**src/rtl/pmp_rf_pkg.sv**
```systemverilog
package pmp_rf_pkg;
  localparam int BIT_R = 0;
  localparam int BIT_W = 1;
  localparam int BIT_X = 2;
  localparam int BIT_L = 7;
  localparam int AM_LO = 3;

  typedef enum logic [1:0] {
    AM_OFF   = 2'd0,
    AM_TOR   = 2'd1,
    AM_NA4   = 2'd2,
    AM_NAPOT = 2'd3
  } amode_e;

  function automatic logic cfg_locked(input logic [7:0] c, input logic bypass);
    return c[BIT_L] & ~bypass;
  endfunction

  function automatic amode_e cfg_mode(input logic [7:0] c);
    return amode_e'(c[AM_LO +: 2]);
  endfunction
endpackage

```
**src/rtl/pmp_cfg_lane.sv**
```systemverilog
module pmp_cfg_lane
  import pmp_rf_pkg::*;
(
  input  logic [7:0] cur_cfg,
  input  logic       sel,
  input  logic [7:0] new_cfg,
  input  logic       bypass,
  input  logic       lockdown,
  output logic       upd
);
  logic own_lock;
  logic lockdown_ok;
  logic reserved;

  always_comb begin
    own_lock    = cfg_locked(cur_cfg, bypass);
    // Under lockdown a locked entry takes a new locked rule without execute,
    // or an unlocked rule that is not the write+execute shared encoding.
    lockdown_ok = lockdown &&
                  ((new_cfg[BIT_L] && !new_cfg[BIT_X]) ||
                   (!new_cfg[BIT_L] && (new_cfg[2:0] != 3'b110)));
    reserved    = !lockdown && new_cfg[BIT_W] && !new_cfg[BIT_R];
    upd         = sel && (!own_lock || lockdown_ok) && !reserved &&
                  (new_cfg != cur_cfg);
  end
endmodule

```
**src/rtl/pmp_addr_lane.sv**
```systemverilog
module pmp_addr_lane #(
  parameter int XLEN = 32
) (
  input  logic [XLEN-1:0] cur_addr,
  input  logic            sel,
  input  logic [XLEN-1:0] new_addr,
  input  logic            own_lock,
  input  logic            next_tor_lock,
  output logic            upd
);
  always_comb
    upd = sel && !own_lock && !next_tor_lock && (new_addr != cur_addr);
endmodule

```
**src/rtl/pmp_sec_reg.sv**
```systemverilog
module pmp_sec_reg (
  input  logic       clk,
  input  logic       rst,
  input  logic       we,
  input  logic [2:0] wdata,
  input  logic       any_locked,
  output logic       mml,
  output logic       mmwp,
  output logic       rlb,
  output logic       sticky_chg
);
  logic nxt_mml, nxt_mmwp, nxt_rlb;

  always_comb begin
    nxt_mml    = mml | wdata[0];
    nxt_mmwp   = mmwp | wdata[1];
    nxt_rlb    = wdata[2] & (rlb | ~any_locked);
    sticky_chg = we && ((nxt_mml != mml) || (nxt_mmwp != mmwp));
  end

  always_ff @(posedge clk) begin
    if (rst) begin
      mml  <= 1'b0;
      mmwp <= 1'b0;
      rlb  <= 1'b0;
    end else if (we) begin
      mml  <= nxt_mml;
      mmwp <= nxt_mmwp;
      rlb  <= nxt_rlb;
    end
  end
endmodule

```
**src/rtl/pmp_cfg_regfile.sv**
```systemverilog
module pmp_cfg_regfile
  import pmp_rf_pkg::*;
#(
  parameter int N_ENTRIES = 8,
  parameter int XLEN      = 32,
  parameter int IDX_W     = 4
) (
  input  logic                      clk,
  input  logic                      rst,
  input  logic                      cfg_we,
  input  logic [IDX_W-1:0]          cfg_widx,
  input  logic [XLEN-1:0]           cfg_wdata,
  input  logic                      addr_we,
  input  logic [IDX_W-1:0]          addr_widx,
  input  logic [XLEN-1:0]           addr_wdata,
  input  logic                      sec_we,
  input  logic [2:0]                sec_wdata,
  input  logic [IDX_W-1:0]          rd_cfg_idx,
  output logic [XLEN-1:0]           rd_cfg_data,
  input  logic [IDX_W-1:0]          rd_addr_idx,
  output logic [XLEN-1:0]           rd_addr_data,
  output logic [8*N_ENTRIES-1:0]    cfg_flat,
  output logic [XLEN*N_ENTRIES-1:0] addr_flat,
  output logic                      sec_mml,
  output logic                      sec_mmwp,
  output logic                      sec_rlb,
  output logic                      changed
);
  localparam int BPW = XLEN / 8;

  logic [N_ENTRIES-1:0][7:0]      cfg_q;
  logic [N_ENTRIES-1:0][XLEN-1:0] addr_q;
  logic [N_ENTRIES-1:0][7:0]      cfg_new;
  logic [N_ENTRIES-1:0]           cfg_sel, cfg_upd;
  logic [N_ENTRIES-1:0]           addr_sel, addr_upd;
  logic [N_ENTRIES-1:0]           own_lock, next_tor_lock;
  logic                           any_locked, sticky_chg;

  // Route packed word lanes to entries: lane i of word k feeds entry 4k+i.
  always_comb begin
    for (int e = 0; e < N_ENTRIES; e++) begin
      automatic int base = int'(cfg_widx) * 4;
      cfg_sel[e]  = cfg_we && (e >= base) && (e < base + BPW);
      cfg_new[e]  = cfg_sel[e] ? cfg_wdata[8*(e-base) +: 8] : 8'h00;
      addr_sel[e] = addr_we && (int'(addr_widx) == e);
      own_lock[e] = cfg_locked(cfg_q[e], sec_rlb);
    end
    any_locked = |own_lock;
  end

  for (genvar e = 0; e < N_ENTRIES; e++) begin : g_ent
    if (e + 1 < N_ENTRIES) begin : g_nxt
      assign next_tor_lock[e] = own_lock[e+1] && (cfg_mode(cfg_q[e+1]) == AM_TOR);
    end else begin : g_top
      assign next_tor_lock[e] = 1'b0;
    end

    pmp_cfg_lane u_cfg (
      .cur_cfg  (cfg_q[e]),
      .sel      (cfg_sel[e]),
      .new_cfg  (cfg_new[e]),
      .bypass   (sec_rlb),
      .lockdown (sec_mml),
      .upd      (cfg_upd[e])
    );

    pmp_addr_lane #(.XLEN(XLEN)) u_addr (
      .cur_addr      (addr_q[e]),
      .sel           (addr_sel[e]),
      .new_addr      (addr_wdata),
      .own_lock      (own_lock[e]),
      .next_tor_lock (next_tor_lock[e]),
      .upd           (addr_upd[e])
    );

    assign cfg_flat[8*e +: 8]        = cfg_q[e];
    assign addr_flat[XLEN*e +: XLEN] = addr_q[e];
  end

  pmp_sec_reg u_sec (
    .clk        (clk),
    .rst        (rst),
    .we         (sec_we),
    .wdata      (sec_wdata),
    .any_locked (any_locked),
    .mml        (sec_mml),
    .mmwp       (sec_mmwp),
    .rlb        (sec_rlb),
    .sticky_chg (sticky_chg)
  );

  always_ff @(posedge clk) begin
    if (rst) begin
      cfg_q   <= '0;
      addr_q  <= '0;
      changed <= 1'b0;
    end else begin
      for (int e = 0; e < N_ENTRIES; e++) begin
        if (cfg_upd[e])  cfg_q[e]  <= cfg_new[e];
        if (addr_upd[e]) addr_q[e] <= addr_wdata;
      end
      changed <= (|cfg_upd) | (|addr_upd) | sticky_chg;
    end
  end

  // Registered read ports; indices past the last entry read as zero.
  always_ff @(posedge clk) begin
    if (rst) begin
      rd_cfg_data  <= '0;
      rd_addr_data <= '0;
    end else begin
      for (int i = 0; i < BPW; i++) begin
        automatic int ent = int'(rd_cfg_idx) * 4 + i;
        rd_cfg_data[8*i +: 8] <= (ent < N_ENTRIES) ? cfg_q[ent] : 8'h00;
      end
      rd_addr_data <= (int'(rd_addr_idx) < N_ENTRIES) ? addr_q[rd_addr_idx] : '0;
    end
  end
endmodule

```
**config.mk**
```make
export PLATFORM = sky130hd
export DESIGN_NAME = pmp_cfg_regfile
export DESIGN_NICKNAME = d
export VERILOG_FILES = /design/src/rtl/pmp_rf_pkg.sv /design/src/rtl/pmp_cfg_lane.sv /design/src/rtl/pmp_addr_lane.sv /design/src/rtl/pmp_sec_reg.sv /design/src/rtl/pmp_cfg_regfile.sv
export SDC_FILE = /design/constraint.sdc
export NUM_CORES = 1
export LEC_CHECK = 0
export ABC_AREA = 0
export BUFFER_PORTS_ARGS = -buffer_cell sky130_fd_sc_hd__buf_2
export CORE_MARGIN = 1.5
export CORE_UTILIZATION = 40
export CTS_BUF_LIST = sky130_fd_sc_hd__clkbuf_8
export DETAILED_ROUTE_END_ITERATION = 8
export HOLD_SLACK_MARGIN = 0.08
export PLACE_DENSITY_LB_ADDON = 0.05
export SLEW_MARGIN = 30
export SYNTH_ARGS = -nofsm -noshare
export SYNTH_HDL_FRONTEND = slang
export SYNTH_SLANG_ARGS = --single-unit
```
**constraint.sdc**
```tcl
create_clock -name clk -period 3.42 [get_ports clk]
set_input_delay 0.684 -clock clk [delete_from_list [all_inputs] [get_ports clk]]
set_output_delay 0.684 -clock clk [all_outputs]
set_load 0.03 [all_outputs]
```
==> out/metrics.csv, run 1 <==
stage,metric,value,unit
sta,layout_min_cycle_time,2.91,ns
die,fp.dieH,230,µm
worst_hold_path,hp-class,input pin to flip-flop,
clock_tree,cts_hold_buffers,0,
route,finalWirelength,88.5,mm
sta,grt_setup_unrepaired,no,
power,p_per_area,412,nW/µm²
setup_path,rr_endpoint,changed,
placed_design,portBuffers,475,
synth,netlist_instances,2171,
setup_path,rrSetupSlack,0.51,ns
global_route,grt-ovfl-total,0,
layout,n_fill_cell,4842,
run,max-cap-violations,0,
synth,synth_warnings,0,
power,clkPwrFrac,44.9,%
placed_design,gp_congestion,0.951,
global_route,first_global_vias,17700,
die,ios,476,
route,avgViaCountPerCell,5.65,
setup_path,cp.arrival,3.42,ns
route,drc,0,
die,dieArea,52700,µm²
global_route,track_usage,32.7,%
power,power.internal,0.00757,W
power,switching_share,28.2,%
die,die_w,230,µm
sta,fin_worst_skew,0.0320,ns
clock_tree,cts_buffers,74,
layout,final_area,25600,µm²
clock_tree,insertion_delay,0.66,ns
setup_path,end_kind,flip-flop,
clock_tree,postCtsSetupBuffers,0,
setup_path,start_kind,flip-flop,
synth,synthArstFlopShare,0,%
die,row_count,82,
layout,multi_input_area,12000,µm²
layout,fin_util,50.8,%
sta,fmax,343,MHz
global_route,antenna_found_initial,9,
run_status,status,"finished, final reports clean",
sta,slew_violations,0,
route,first_pass_iters,5,
layout,register_area,7770,µm²
setup_path,cp_common_cell,buf_4,
route,drtIter0Drc,2017,
power,switchingPower,0.00297,W
synth,syn_nets,2261,
placed_design,place_area,24000,µm²
clock_tree,ctsHtreeMaxLevel,3,
sta,tightest_slew,0.813,ns
power,peakVddDrop,0.205,mV
setup_path,crit_type,flip-flop to flip-flop,
synth,yosysSeqAreaShare,37.8,%
synth,synth.avg_cell_area,9.45,µm²
clock_tree,cts_resized,0,
power,p_leak,13.2,nW
clock_tree,path_clk_slew,0.06,ns
setup_path,reg2reg_from,addr_flat[2],
sta,relSlewSlack,45.8,%
setup_path,crit_path_max_incr_delay,0.69,ns
power,combPwrFrac,11.1,%
power,seqPwrFrac,44.0,%
clock_tree,cts_tree,done,
layout,area_delta_synth_final,24.6,%
setup_path,startpoint,addr_flat[2],
setup_path,cp_max_fo,4,
synth,synth-seq-cells,388,
layout,drive_above_1_share,29.4,%
synth,synth_flop_cell,dfxtp_1,
setup_path,critPathRequiredTime,3.93,ns
synth,netlist_area,20500,µm²
setup_path,critPathSlowestCell,nor4_1,
placed_design,place_inst,3226,
sta,hold_viol_final,0,
sta,final.period_utilization,85.2,%
die,start_util,40.7,%
clock_tree,clk_path_buf_depth,3,
global_route,grt_max_degree,99,
setup_path,r2r_cells,9,
sta,setup_viol,0,
setup_path,endpoint,changed,
sta,fin_setup_tns,0,ns
die,core_area,50400,µm²
setup_path,path_cells,xor2_1 > nor4_1 > nand4_1 > buf_4 > o221ai_4 > nand2_1 > nor4b_1 > buf_4 > a41oi_1,
route,ant_nets,0,
placed_design,place_hpwl,67.2,mm
synth,synth_enable_flop_cells,0,
route,wire_per_inst,26.4,µm
synth,ys_types,64,
route,vias,19000,
layout,layout.nets,2720,
clock_tree,cts-root-buf,clkbuf_8,
layout,instances_no_fill,3359,
clock_tree,cts_sinks,388,
global_route,grt_pass1_wl,126,mm
sta,hold_ws,0.300,ns
kinds of logic (layout without fill, tap and decap cells):
| logic type | after synthesis | in the layout | synth area share, % |
|---|---|---|---|
| buffers and inverters | 227 | 740 | 4.43 |
| other | 0 | 3 | 0 |
| XOR/XNOR | 284 | 284 | 12.1 |
| flip-flops | 388 | 388 | 37.8 |
| AO/OA/AOI/OAI | 171 | 171 | 5.75 |
| AND/OR/NAND/NOR | 700 | 700 | 16.4 |
| adder cells (fa/ha/maj) | 2 | 2 | 0.122 |
| multiplexers | 399 | 399 | 23.4 |
critical path, delay by kind of cell (launching register included):
family	cells	cell delay (ns)
XOR/XNOR	1	0.28
buffers and inverters	2	0.36
AO/OA/AOI/OAI	2	0.38
AND/OR/NAND/NOR	4	1.31
flip-flops	1	0.45
synthesized netlist by cell type (all sizes together) (3+ instances only):
| cell type | number | area (µm²) |
|---|---|---|
| a22oi | 5 | 37.5 |
| nor4 | 85 | 538 |
| a41oi | 3 | 33.8 |
| nand3b | 3 | 22.5 |
| o221ai | 9 | 78.8 |
| nand3 | 21 | 105 |
| nor3b | 4 | 30.0 |
| nand2 | 60 | 225 |
| nor4bb | 23 | 230 |
| nor2 | 387 | 1450 |
| dfxtp | 388 | 7770 |
| and2 | 7 | 43.8 |
| nand2b | 23 | 144 |
| a211o | 4 | 35.0 |
| mux2i | 334 | 3340 |
| inv | 18 | 67.6 |
| a21oi | 52 | 260 |
| xnor2 | 26 | 228 |
| nand4 | 22 | 138 |
| nor2b | 15 | 93.8 |
| clkbuf | 150 | 566 |
| mux4 | 64 | 1440 |
| xor2 | 258 | 2260 |
| o21ai | 13 | 76.3 |
| o32ai | 23 | 201 |
| nor3 | 10 | 55.1 |
| o2111ai | 12 | 105 |
| a31oi | 34 | 213 |
| or2 | 23 | 144 |
| or3 | 7 | 53.8 |
| buf | 59 | 275 |
power by group through the flow:
stage                     Clock (W)  Combinational [W]  Sequential [W]
after floorplan                   0           0.000612         0.00479
after global placement            0            0.00114         0.00473
after detailed placement          0            0.00115         0.00473
after CTS                   0.00481            0.00115         0.00463
after global routing        0.00502            0.00122         0.00464
final                       0.00473            0.00117         0.00464
area by class of cell:
class | instances | area share (%)
multi-input combinational | 1556 | 46.9
sequential | 388 | 30.4
timing repair buffer | 592 | 13.2
clock buffer | 98 | 5.27
tap | 672 | 3.29
clock inverter | 32 | 0.665
inverter | 18 | 0.264
antenna | 3 | 0.0294
state kept, by name, indices dropped and copies added, names as in the netlist:
register      cells
addr_flat       256
cfg_flat         64
changed           1
rd_addr_data     32
rd_cfg_data      32
u_sec.mml         1
u_sec.mmwp        1
u_sec.rlb         1
how the worst min path moves through the flow:
stage	start	endpoint	slack (ns)	cells past startpoint
finish	sec_wdata[0]	u_sec.mml	0.30	3
global route	sec_wdata[0]	u_sec.mml	0.29	3
CTS	sec_wdata[0]	u_sec.mml	0.25	3
detailed placement	u_sec.mmwp	u_sec.mmwp	0.50	2
global placement	u_sec.mmwp	u_sec.mmwp	0.48	2
floorplan	cfg_flat[41]	cfg_flat[41]	0.61	2
metrics by stage:
step | total power (W) | setup WS (ns)
2_1_floorplan | 0.00540 | 0.369
3_3_place_gp | 0.00587 | 0.0100
3_5_place_dp | 0.00588 | 0.00554
4_1_cts | 0.0106 | 0.586
5_1_grt | 0.0109 | 0.432
6_report | 0.0105 | 0.507
layout by cell type (no fill, tap or decap), drive strengths merged, types with 4 or more instances in the layout:
cell type,Yosys,final
nor3b,4,4
inv,18,46
o32ai,23,23
xor2,258,258
nor4,85,85
nor2b,15,15
and2,7,7
clkbuf,150,98
nor2,387,387
xnor2,26,26
o21ai,13,13
dfxtp,388,388
a211o,4,4
nand2b,23,23
a22oi,5,5
nand2,60,60
o2111ai,12,12
or3,7,7
o221ai,9,9
or2,23,23
nand3,21,21
a21oi,52,52
mux2i,334,334
mux4,64,64
nor4bb,23,23
nand4,22,22
nor3,10,10
a31oi,34,34
buf,59,592
layer usage:
layer | up-vias | part of all wire, % | global-route usage (%)
li1 | 8539 | - | -
met1 | 9414 | 46 | 48.0
met2 | 863 | 42 | 46.2
met3 | 135 | 8.7 | 8.01
met4 | 12 | 2.9 | 11.0
met5 | - | 0.088 | 0
No activity file was read; power rests on OpenSTA's default activity.
==> run 2, diff against run 1 <==
--- a/config.mk
+++ b/config.mk
@@ -12,7 +12,8 @@
 export CTS_BUF_LIST = sky130_fd_sc_hd__clkbuf_8
 export DETAILED_ROUTE_END_ITERATION = 8
 export HOLD_SLACK_MARGIN = 0.08
-export PLACE_DENSITY_LB_ADDON = 0.05
+export PLACE_DENSITY = 0.63
+export RECOVER_POWER = 50
 export SLEW_MARGIN = 30
 export SYNTH_ARGS = -nofsm -noshare
 export SYNTH_HDL_FRONTEND = slang
==> run 2 against run 1 <==
  * The flow now finishes with violations (max-capacitance violations, max-slew violations)
  * Cell count down 0.74%
  * Critical path type is now input pin to flip-flop
  * Critical path depth down 4
  * First-iteration DRC count down 10%
  * Routed wire length down 2.4%
  * Largest cell class unchanged
  * Critical endpoint is now rd_addr_data[19]
  * Clock power down 8.0%
  * Via count down 0.37%
  * Largest power group is now sequential cells
  * Utilization down 1.3 points
==> out/metrics.csv, run 2 (synthesized netlist as in run 1, its figures left out) <==
stage,metric,value,unit,change
setup_path,cp_max_fo,45,,+41
setup_path,r2r_cells,8,,-1
die,fp.dieH,230,µm,unchanged
layout,area_delta_synth_final,21.3,%,
layout,layout.nets,2702,,-0.66%
sta,fin_setup_tns,0,ns,unchanged
sta,relSlewSlack,-44.1,%,-90 points
die,ios,476,,unchanged
setup_path,crit_cells,5,,-4
route,wire_per_inst,25.9,µm,-1.7%
power,finalPower,0.0101,W,-3.8%
sta,setup_viol,0,,unchanged
setup_path,path_cells,clkbuf_1 > clkbuf_2 > mux4_2 > mux2i_1 > nor2_1,,
power,power.internal,0.00722,W,-4.6%
run_status,status,finished with violations,,
clock_tree,cts_resized,0,,unchanged
clock_tree,cts_hold_buffers,0,,unchanged
setup_path,cp.arrival,3.63,ns,+0.21 ns
layout,drive_above_1_share,16.8,%,-13 points
clock_tree,postCtsSetupBuffers,0,,unchanged
global_route,antenna_found_initial,9,,unchanged
run_status,violations,"max-capacitance violations, max-slew violations",,
power,clkPwrFrac,43.0,%,-1.9 points
power,seqPwrFrac,45.8,%,+1.8 points
sta,fin_worst_skew,0.0376,ns,+0.00555 ns
sta,slew_violations,177,,+177
run,max-cap-violations,1,,+1
setup_path,crit_type,input pin to flip-flop,,
die,row_count,82,,unchanged
worst_hold_path,hp-class,input pin to flip-flop,,
global_route,first_global_vias,17800,,+0.40%
die,die_w,230,µm,unchanged
die,start_util,40.7,%,unchanged
route,drc,0,,unchanged
clock_tree,insertion_delay,0.67,ns,about the same
route,avgViaCountPerCell,5.67,,+0.38%
global_route,grt_max_degree,177,,+79%
route,finalWirelength,86.4,mm,-2.4%
clock_tree,cts_tree,done,,
sta,layout_min_cycle_time,3.09,ns,+0.177 ns
global_route,track_usage,31.8,%,-0.85 points
clock_tree,cts_buffers,71,,-4.1%
placed_design,gp_congestion,0.992,,+4.2%
sta,fmax,324,MHz,-5.7%
sta,grt_setup_unrepaired,no,,
setup_path,cpLargestDelayFamily,buffers and inverters,,
route,first_pass_iters,7,,+2
setup_path,crit_path_max_incr_delay,1.11,ns,+0.42 ns
clock_tree,clk_path_buf_depth,3,,unchanged
layout,fin_util,49.4,%,-1.3 points
power,switchingPower,0.00292,W,-1.9%
die,core_area,50400,µm²,unchanged
setup_path,critPathSlowestCell,clkbuf_2,,
worst_hold_path,worstHoldPathCells,3,,unchanged
clock_tree,ctsHtreeMaxLevel,3,,unchanged
clock_tree,path_clk_slew,0.06,ns,about the same
placed_design,place_hpwl,65.6,mm,-2.4%
sta,hold_viol_final,0,,unchanged
route,vias,18900,,-0.37%
global_route,grt_pass1_wl,124,mm,-1.4%
sta,tightest_slew,2.16,ns,+1.35 ns
global_route,grt-ovfl-total,0,,unchanged
sta,final.period_utilization,90.3,%,+5.2 points
layout,final_common_cell,dfxtp_1,,
power,combPwrFrac,11.3,%,+0.2 points
layout,instances_no_fill,3334,,-0.74%
power,p_leak,11.6,nW,-12%
power,peakVddDrop,0.254,mV,+23%
power,p_per_area,407,nW/µm²,-1.2%
clock_tree,cts-root-buf,clkbuf_8,,
setup_path,end_kind,flip-flop,,
power,switching_share,28.8,%,+0.56 points
die,dieArea,52700,µm²,unchanged
layout,largest_reg_flops,256,,unchanged
layout,n_fill_cell,4906,,+1.3%
route,drtIter0Drc,1807,,-10%
setup_path,start_kind,input pin,,
placed_design,portBuffers,475,,unchanged
placed_design,place_inst,3211,,-0.46%
sta,hold_ws,0.298,ns,-0.00207 ns
setup_path,critPathRequiredTime,3.96,ns,+0.03 ns
route,ant_nets,0,,unchanged
setup_path,worst-path-buf-inv,2,,unchanged
layout,layout_common_cells,"388 x dfxtp_1, 387 x nor2_1, 334 x mux2i_1",,
clock_tree,cts_sinks,388,,unchanged
-- run 2: worst paths after layout --
| check | start | endpoint | slack, ns |
|---|---|---|---|
| max | rd_addr_idx[1] | rd_addr_data[19] | 0.33 |
| max reg2reg | addr_flat[245] | changed | 0.39 |
| min | sec_wdata[1] | u_sec.mmwp | 0.30 |
| min reg2reg | u_sec.mmwp | u_sec.mmwp | 0.51 |
-- run 2: per-layer routing --
layer / vias to the layer above / wire, µm / global-route usage (%)
met5: - / 51 / 0
met4: 8 / 2790 / 11.2
met3: 144 / 8910 / 9.18
met2: 911 / 36700 / 46.3
met1: 9357 / 37900 / 44.6
li1: 8473 / - / -
-- run 2: layout make-up --
type / count / area, µm² / share of cell area (%)
repair buffers: 577 / 2880 / 11.5
clock inverters: 31 / 155 / 0.623
multi-input cells: 1556 / 12000 / 48.1
flip-flops and latches: 388 / 7770 / 31.2
diodes: 5 / 12.5 / 0.0503
inverters: 18 / 67.6 / 0.271
clock buffers: 87 / 1200 / 4.81
well taps: 672 / 841 / 3.38
-- run 2: power by group through the flow --
stage	clock, W	combinational [W]	sequential [W]
finish	0.00435	0.00115	0.00464
global route	0.00462	0.00120	0.00464
CTS	0.00442	0.00113	0.00463
detailed placement	0	0.00113	0.00473
global placement	0	0.00112	0.00473
floorplan	0	0.000612	0.00479
-- run 2: stage by stage --
stage                     worst slack [ns]  area (µm²)
final                                0.331       24900
after global routing                 0.265       24900
after CTS                            0.636       25300
after detailed placement           -0.0306       24000
after global placement              0.0673       24000
after floorplan                      0.369       20500
-- run 2: worst register-to-register path, cell delays in order (launching register included) --
cell	delay (ns)
dfxtp_1	0.45
xor2_1	0.20
nor4_1	0.70
nand4_1	0.33
o21ai_4	0.31
nand3_1	0.20
nor4b_1	0.34
buf_4	0.15
a41oi_1	0.09
